### src/rtl/xpfx_pkg.sv
package xpfx_pkg;
  localparam int WORD_W = 16;
  localparam int EXT_W  = 4;
  localparam int CNT_W  = 4;
  localparam int HI_W   = WORD_W - 4;

  typedef enum logic [1:0] {SZ_8 = 2'd0, SZ_16 = 2'd1, SZ_20 = 2'd2} opsize_e;
  typedef enum logic [1:0] {FM_PLAIN = 2'd0, FM_ROTM = 2'd1, FM_PUSHM = 2'd2, FM_POPM = 2'd3} form_e;
  typedef enum logic [2:0] {
    WK_DOUBLE, WK_SINGLE, WK_JUMP, WK_ADDR, WK_ROTM, WK_PUSHM, WK_POPM, WK_OTHER
  } wkind_e;

  typedef struct packed {
    logic             valid;
    logic [EXT_W-1:0] sx;
    logic             wflag;
    logic [EXT_W-1:0] dx;
  } pfx_t;

  typedef struct packed {
    logic [WORD_W-1:0] word;
    logic              ext;
    opsize_e           size;
    logic [EXT_W-1:0]  src;
    logic [EXT_W-1:0]  dst;
    logic              rpt_en;
    logic              rpt_reg;
    logic [CNT_W-1:0]  rpt_val;
    logic              zc;
    form_e             form;
    logic [1:0]        kind;
  } issue_t;

  // Prefix match on bits [15:4] of the word (lower nibble is not part of the pattern)
  function automatic logic is_prefix(input logic [HI_W-1:0] hi);
    return (hi[HI_W-1:HI_W-5] == 5'b00011) && (hi[1:0] == 2'b00);
  endfunction
endpackage

### src/rtl/xpfx_latch.sv
module xpfx_latch
  import xpfx_pkg::*;
(
  input  logic             clk,
  input  logic             rst_n,
  input  logic             load,
  input  logic             clear,
  input  logic [EXT_W-1:0] sx_in,
  input  logic             wflag_in,
  input  logic [EXT_W-1:0] dx_in,
  output pfx_t             held
);
  always_ff @(posedge clk) begin
    if (!rst_n) begin
      held.valid <= 1'b0;
      held.sx    <= '0;
      held.wflag <= 1'b1;
      held.dx    <= '0;
    end else if (load) begin
      held.valid <= 1'b1;
      held.sx    <= sx_in;
      held.wflag <= wflag_in;
      held.dx    <= dx_in;
    end else if (clear) begin
      held.valid <= 1'b0;
      held.sx    <= '0;
      held.wflag <= 1'b1;
      held.dx    <= '0;
    end
  end
endmodule

### src/rtl/xpfx_classify.sv
module xpfx_classify
  import xpfx_pkg::*;
(
  input  logic [HI_W-1:0]  hi,
  output wkind_e           wk,
  output logic             regmode,
  output logic             bw,
  output logic             wbit,
  output logic [CNT_W-1:0] cnt,
  output logic [1:0]       kind
);
  // hi[k] is word bit k+4
  always_comb begin
    wk      = WK_OTHER;
    regmode = 1'b0;
    bw      = hi[2];
    wbit    = 1'b0;
    cnt     = '0;
    kind    = 2'b00;
    if (hi[11:8] >= 4'd4) begin
      wk      = WK_DOUBLE;
      regmode = (hi[1:0] == 2'b00) && !hi[3];
    end else if (hi[11:9] == 3'b001) begin
      wk = WK_JUMP;
    end else if (hi[11:6] == 6'b000100) begin
      wk      = WK_SINGLE;
      regmode = (hi[1:0] == 2'b00);
    end else if (hi[11:8] == 4'b0000) begin
      if (hi[3:1] == 3'b010) begin
        wk   = WK_ROTM;
        cnt  = {2'b00, hi[7:6]};
        kind = hi[5:4];
        wbit = hi[0];
      end else begin
        wk = WK_ADDR;
      end
    end else if (hi[11:5] == 7'b0001010) begin
      wk   = WK_PUSHM;
      cnt  = hi[3:0];
      wbit = hi[4];
    end else if (hi[11:5] == 7'b0001011) begin
      wk   = WK_POPM;
      cnt  = hi[3:0];
      wbit = hi[4];
    end
  end
endmodule

### src/rtl/xpfx_merge.sv
module xpfx_merge
  import xpfx_pkg::*;
(
  input  pfx_t              held,
  input  logic [WORD_W-1:0] word,
  input  wkind_e            wk,
  input  logic              regmode,
  input  logic              bw,
  input  logic              wbit,
  input  logic [CNT_W-1:0]  cnt,
  input  logic [1:0]        kind,
  output issue_t            iss
);
  logic    wflag;
  opsize_e wide_sz;

  always_comb begin
    wflag   = held.valid ? held.wflag : 1'b1;
    wide_sz = wbit ? SZ_16 : SZ_20;
  end

  always_comb begin
    iss         = '0;
    iss.word    = word;
    iss.ext     = held.valid;
    iss.size    = SZ_16;
    iss.src     = held.valid ? held.sx : '0;
    iss.dst     = held.valid ? held.dx : '0;
    iss.form    = FM_PLAIN;
    case (wk)
      WK_DOUBLE, WK_SINGLE: begin
        iss.size = wflag ? (bw ? SZ_8 : SZ_16) : SZ_20;
        if (held.valid && regmode) begin
          iss.src     = '0;
          iss.dst     = '0;
          iss.rpt_en  = 1'b1;
          iss.rpt_reg = held.sx[0];
          iss.zc      = held.sx[1];
          iss.rpt_val = held.dx;
        end
      end
      WK_ROTM, WK_PUSHM, WK_POPM: begin
        iss.ext     = 1'b1;
        iss.src     = '0;
        iss.dst     = '0;
        iss.rpt_en  = 1'b1;
        iss.rpt_val = cnt;
        iss.size    = wide_sz;
        iss.form    = (wk == WK_ROTM) ? FM_ROTM : ((wk == WK_PUSHM) ? FM_PUSHM : FM_POPM);
        iss.kind    = (wk == WK_ROTM) ? kind : 2'b00;
      end
      WK_ADDR: begin
        iss.ext  = 1'b1;
        iss.size = SZ_20;
        iss.src  = '0;
        iss.dst  = '0;
      end
      default: ;
    endcase
  end
endmodule

### src/rtl/xpfx_unit.sv
module xpfx_unit
  import xpfx_pkg::*;
(
  input  logic              clk,
  input  logic              rst_n,
  input  logic              in_valid,
  output logic              in_ready,
  input  logic [WORD_W-1:0] in_word,
  output logic              out_valid,
  input  logic              out_ready,
  output logic [WORD_W-1:0] out_word,
  output logic              out_ext,
  output logic [1:0]        out_size,
  output logic [EXT_W-1:0]  out_src_ext,
  output logic [EXT_W-1:0]  out_dst_ext,
  output logic              out_rpt_en,
  output logic              out_rpt_reg,
  output logic [CNT_W-1:0]  out_rpt_val,
  output logic              out_zc,
  output logic [1:0]        out_form,
  output logic [1:0]        out_kind
);
  logic             take, pfx_hit, take_pfx, take_ins;
  pfx_t             held;
  wkind_e           wk;
  logic             regmode, bw, wbit;
  logic [CNT_W-1:0] cnt;
  logic [1:0]       kind;
  issue_t           iss, oreg;
  logic             ovld;

  always_comb begin
    in_ready = !ovld || out_ready;
    take     = in_valid && in_ready;
    pfx_hit  = is_prefix(in_word[WORD_W-1:4]);
    take_pfx = take && pfx_hit;
    take_ins = take && !pfx_hit;
  end

  xpfx_latch u_latch (
    .clk(clk), .rst_n(rst_n), .load(take_pfx), .clear(take_ins),
    .sx_in(in_word[10:7]), .wflag_in(in_word[6]), .dx_in(in_word[3:0]),
    .held(held)
  );

  xpfx_classify u_cls (
    .hi(in_word[WORD_W-1:4]), .wk(wk), .regmode(regmode), .bw(bw),
    .wbit(wbit), .cnt(cnt), .kind(kind)
  );

  xpfx_merge u_mrg (
    .held(held), .word(in_word), .wk(wk), .regmode(regmode), .bw(bw),
    .wbit(wbit), .cnt(cnt), .kind(kind), .iss(iss)
  );

  always_ff @(posedge clk) begin
    if (!rst_n) begin
      ovld <= 1'b0;
      oreg <= '0;
    end else begin
      if (take_ins) begin
        ovld <= 1'b1;
        oreg <= iss;
      end else if (out_ready) begin
        ovld <= 1'b0;
      end
    end
  end

  always_comb begin
    out_valid   = ovld;
    out_word    = oreg.word;
    out_ext     = oreg.ext;
    out_size    = oreg.size;
    out_src_ext = oreg.src;
    out_dst_ext = oreg.dst;
    out_rpt_en  = oreg.rpt_en;
    out_rpt_reg = oreg.rpt_reg;
    out_rpt_val = oreg.rpt_val;
    out_zc      = oreg.zc;
    out_form    = oreg.form;
    out_kind    = oreg.kind;
  end
endmodule

### config.mk
export PLATFORM = sky130hd
export DESIGN_NAME = xpfx_unit
export DESIGN_NICKNAME = d
export VERILOG_FILES = /design/src/rtl/xpfx_pkg.sv /design/src/rtl/xpfx_latch.sv /design/src/rtl/xpfx_classify.sv /design/src/rtl/xpfx_merge.sv /design/src/rtl/xpfx_unit.sv
export SDC_FILE = /design/constraint.sdc
export NUM_CORES = 1
export LEC_CHECK = 0
export CAP_MARGIN = 20
export CORE_MARGIN = 2
export CORE_UTILIZATION = 35
export CTS_CLUSTER_SIZE = 30
export DETAILED_ROUTE_END_ITERATION = 6
export PLACE_DENSITY = 0.67
export SLEW_MARGIN = 20
export SYNTH_ARGS = -nofsm -noshare
export SYNTH_HDL_FRONTEND = slang
export SYNTH_HIERARCHICAL = 1
export SYNTH_SLANG_ARGS = --single-unit
export TNS_END_PERCENT = 30
### constraint.sdc
create_clock -name clk -period 4.7 [get_ports clk]
set_clock_uncertainty 0.15 [all_clocks]
set_input_delay 0.705 -clock clk [delete_from_list [all_inputs] [get_ports clk]]
set_output_delay 0.705 -clock clk [all_outputs]
set_load 0.02 [all_outputs]
# ---- Yosys cells after proc, flatten, opt, wreduce, memory -nomap -nowiden
# Index checks and enable logic that the tools add are counted.
dict set report word_totals {
  ff_bits 49
  output_inout_bits 40
  word_cells 96
}
dict set report classes {
  n_lt_le_gt_ge 1
  n_eq_ne 11
  mux 50
  n_reduce_logical 18
}
# cell n
set ops {}
lappend ops {{4-bit 2-to-1 mux} 9}
lappend ops {{10-bit case mux with 3 select lines} 1}
lappend ops {{10-bit 2-to-1 mux} 2}
lappend ops {{2-bit 2-to-1 mux} 10}
lappend ops {{1-bit 2-to-1 mux} 19}
lappend ops {{3-bit 2-to-1 mux} 6}
lappend ops {{15-bit 2-to-1 mux} 1}
lappend ops {{7-bit by 4-bit equality test with 1-bit output (second input constant)} 2}
lappend ops {{3-bit equality test (second input constant)} 3}
lappend ops {{4-bit case mux with 2 select lines} 1}
lappend ops {{3-bit by 1-bit equality test with 1-bit output (second input constant)} 2}
lappend ops {{3-bit by 2-bit equality test with 1-bit output (second input constant)} 2}
lappend ops {{6-bit by 3-bit equality test with 1-bit output (second input constant)} 1}
lappend ops {{1-bit logical AND} 6}
lappend ops {{5-bit by 2-bit equality test with 1-bit output (second input constant)} 1}
lappend ops {{4-bit by 3-bit >= comparator with 1-bit output (second input constant)} 1}
lappend ops {{4-bit zero test} 1}
lappend ops {{2-bit nonzero test} 2}
lappend ops {{4-bit OR reduction} 1}
lappend ops {{1-bit zero test} 3}
lappend ops {{3-bit zero test} 1}
lappend ops {{3-bit OR reduction} 1}
lappend ops {{2-bit zero test} 1}
lappend ops {{1-bit case mux with 2 select lines} 1}
lappend ops {{2 further kinds} 2}

# ---- Depth between registers and ports, before layout
dict set report depth {
  ltp_word 11
  mapped_depth 10
  depth_no_buf 8
}

# ---- By module
# The synthesis kept the hierarchy.
# mod n_inst cells_per_inst area_each_um2 seq_area_each_um2
set by_module_without_submodules {}
lappend by_module_without_submodules {xpfx_unit 1 175 1572.8 780.7}
lappend by_module_without_submodules {xpfx_merge 1 58 430.4 0.0}
lappend by_module_without_submodules {xpfx_latch 1 43 405.4 200.2}
lappend by_module_without_submodules {xpfx_classify 1 33 203.9 0.0}

# ---- Worst setup path after synthesis
# Ideal clock, no wire load.
dict set report synth_timing {
  path_type {in2reg}
  start {input in_word[13]}
  end {register oreg (netlist bit out_ext)}
  setup_time_ns 0.126
  t_arrival_ns 2.315
  required_time_ns 4.424
  slack_ns 2.109
  cell_stages 8
  path_buffers 1
  cell_sequence {or3_4 > nor3_1 > nand2_4 > and2_4 > buf_6 > or3_1 > nand2_1 > mux2i_1}
}
# element line_no
set synth_lines {}
lappend synth_lines {{start, declared} xpfx_unit.sv:8} ;# input logic [WORD_W-1:0] in_word,
lappend synth_lines {{end signal, assigned} xpfx_unit.sv:63} ;# oreg <= iss;
lappend synth_lines {{end, declared} xpfx_unit.sv:29} ;# issue_t iss, oreg;

==> metrics <==
run status=completed; count of placed standard cells including taps=434; layout overhead on the synthesized area=24.04%; Final Hold Viols=0; number of nets at the end of the flow=362; top fanout value on the critical path=10; fraction of layout cells with a size suffix above 1=7.872%; setup repair after global routing missed its margin=false; Slew @ Worst Pin=0.7466 ns; max FFs per register=16; number of distinct library cells after synthesis=46; CTS Buf Count=5; kind of start point of the critical path=input pin; final non-filler cell total=442; dominant register cell in the synthesized netlist=sky130_fd_sc_hd__dfxtp_1; critical path class=input pin to flip-flop; syn nets=329; number of cells traversed by the worst register-to-register path=4; detailed-route wire length per cell=13.30 µm; number of stages on the worst hold path=2; number of synthesized register bits=49; Detailed Routing Iterations Pass 1=4; cell family with most CP delay=simple AND/OR/NAND/NOR gates; overall power after layout=0.0009264 W; first-pass GRT wire length=9956 µm; Max stage delay cell, worst path=sky130_fd_sc_hd__nor4b_2; aggregate global routing overflow=0; die width=90.40 µm; Sink Count=49; Total Neg Setup Slack=0 ns; buffers inserted by post-CTS timing repair=0; global placer's final weighted congestion=0.8214; number of design-rule violations left by the first detailed-router iteration=133; leakage power of the design=1.207 nW; critical path endpoint category=flip-flop; share of the core filled with cells in the final layout=44.68%; Max Transition Viols Final=0; Largest stage delay, worst path=0.56 ns; Ant. Diodes=0; Min-Delay Path Class=flip-flop to flip-flop; floorplan row count=31; clk slew on worst S/H paths=0.09 ns; Avg Cell Area, Syn=8.455 µm²; floorplan core area=7253 µm²; initial antenna violation count=0; final-report setup violation count=0; number of synthesized flops with an enable pin=0; Fmax=0.3216 GHz; count of cell instances traversed by the critical path=9; total of cells resized after clock tree synthesis=0; number of warnings issued by yosys=6; hold_buf cts=0; vias per std cell=4.792; count of antenna-violating nets left after detailed routing=0; CTS root buffer=sky130_fd_sc_hd__clkbuf_8; final WL=5877 µm; count of fill cells added during filler insertion=760; clock tree from TritonCTS=yes; All-Layer GR Usage=14.65%; H-tree depth=2; synthesized cell area=2613 µm²; largest net degree at the start of global routing=46; final hold slack=0.3076 ns; CP cell instances=clkdlybuf4s50_1, nor4b_2, a21oi_1, o21a_1, nand2b_4, nor3b_2, a22o_1, nand2_1, mux2i_1; max-cap violations=0; Post-DP HPWL=4210 µm; post-synthesis cell count=309; Starting Density=36.02%; ratio of final minimum period to clock period=66.16%; peak supply drop=0.1420 mV; vias in the first global route=1995; vias=2118; post-synthesis sequential area ratio=37.55%; required time at the worst-slack endpoint=4.78 ns; arrival time worst endpoint=3.19 ns; source-to-sink clock delay at the later pin of the worst-skew pair=0.31 ns; post-route DRC violation count=0; Buffers & Inverters on Critical Path=1; number of I/O port buffers=59; Max Buffers Root-to-Sink=2; die area=8171 µm²; overall die height=90.40 µm; IO Count=60; power per cell area=285.9 nW/µm²; worst slew slack as a fraction of its limit=50.23%; post-synthesis async set-or-reset flop share=0%; clock period minus final worst setup slack=3.109 ns
[synthesized netlist by cell type, drive strengths merged, types with 2 or more instances]
| master | instances | area, µm² |
|---|---|---|
| a211oi | 2 | 15.01 |
| a21oi | 4 | 20.02 |
| a22o | 4 | 35.03 |
| and2 | 5 | 33.78 |
| and2b | 2 | 15.01 |
| and3 | 3 | 18.77 |
| and3b | 2 | 17.52 |
| buf | 27 | 219.0 |
| clkbuf | 10 | 37.54 |
| dfxtp | 49 | 980.9 |
| mux2i | 38 | 380.4 |
| nand2 | 82 | 315.3 |
| nand2b | 11 | 78.82 |
| nand3 | 9 | 45.04 |
| nor2 | 9 | 33.78 |
| nor2b | 13 | 81.33 |
| nor3 | 7 | 40.04 |
| o21a | 3 | 22.52 |
| o21ai | 9 | 45.04 |
| o31ai | 2 | 15.01 |
| or2 | 2 | 12.51 |
| or3 | 2 | 17.52 |
[final timing paths]
path	from	endpoint	slack [ns]
worst max-delay path	in_word[5]	out_rpt_val[3]$_SDFFE_PN0P_	1.59
worst min-delay path	out_word[12]$_SDFFE_PN0P_	out_word[12]$_SDFFE_PN0P_	0.31
worst max register to register	out_valid$_SDFFE_PN0P_	out_src_ext[2]$_SDFFE_PN0P_	2.69
worst min register to register	out_word[12]$_SDFFE_PN0P_	out_word[12]$_SDFFE_PN0P_	0.31
[report_power, final]
part	leakage (nW)	switching [W]	internal, W
combinational	0.740	0.0000721	0.0000592
sequential	0.398	0.00000562	0.000426
clock	0.0687	0.000149	0.000214
[area by class of cell]
class / instances / area (µm²) / area share, %
tap: 99 / 123.9 / 3.822
clock inverter: 3 / 68.82 / 2.124
clock buffer: 5 / 68.82 / 2.124
inverter: 1 / 3.754 / 0.1158
multi-input combinational: 222 / 1379 / 42.55
timing repair buffer: 63 / 615.6 / 19.00
sequential: 49 / 980.9 / 30.27
[kinds of logic after synthesis]
kind of cell           after synthesis  share of synthesized area, %
multiplexers                        38                         14.56
flip-flops                          49                         37.55
AO/OA/AOI/OAI                       30                         8.046
buffers and inverters               38                         9.961
AND/OR/NAND/NOR                    154                         29.88
[worst register-to-register path: stages (launching register included)]
cell and delay (ns):
sky130_fd_sc_hd__dfxtp_1 0.32, sky130_fd_sc_hd__nand2b_1 0.11, sky130_fd_sc_hd__o311a_2 0.69, sky130_fd_sc_hd__buf_4 0.44
sky130_fd_sc_hd__mux2i_1 0.24
[metrics by stage]
step	cell area (µm²)	worst slack [ns]
after floorplan	2613	2.109
after global placement	3103	1.367
after detailed placement	3103	1.292
after CTS	3241	1.591
after global routing	3241	1.307
final	3241	1.591
[cell usage in the layout, fill, tap and decap left out, types with 4 or more instances in the layout]
master                            Yosys  final
sky130_fd_sc_hd__nand2b_1             9      9
sky130_fd_sc_hd__a22o_1               4      4
sky130_fd_sc_hd__clkbuf_8             0      5
sky130_fd_sc_hd__nor2_1               9      9
sky130_fd_sc_hd__and2_1               4      4
sky130_fd_sc_hd__nor2b_1             13     13
sky130_fd_sc_hd__buf_4               17      4
sky130_fd_sc_hd__a21oi_1              4      4
sky130_fd_sc_hd__dfxtp_1             49     49
sky130_fd_sc_hd__nand2_1             81     81
sky130_fd_sc_hd__nand3_1              9      9
sky130_fd_sc_hd__nor3_1               6      6
sky130_fd_sc_hd__o21ai_1              6      6
sky130_fd_sc_hd__clkdlybuf4s50_1      0     58
sky130_fd_sc_hd__mux2i_1             38     38
[metal layers]
metal	wire (µm)	share of wire [%]	global-route usage, %	up-vias
met3	390	6.6	4.674	11
li1	-	-	-	1083
met1	2967	50	20.89	955
met2	2387	41	20.68	69
met4	132	2.2	5.128	0
met5	0	0	0	-
No activity file was read; power rests on OpenSTA's default activity.
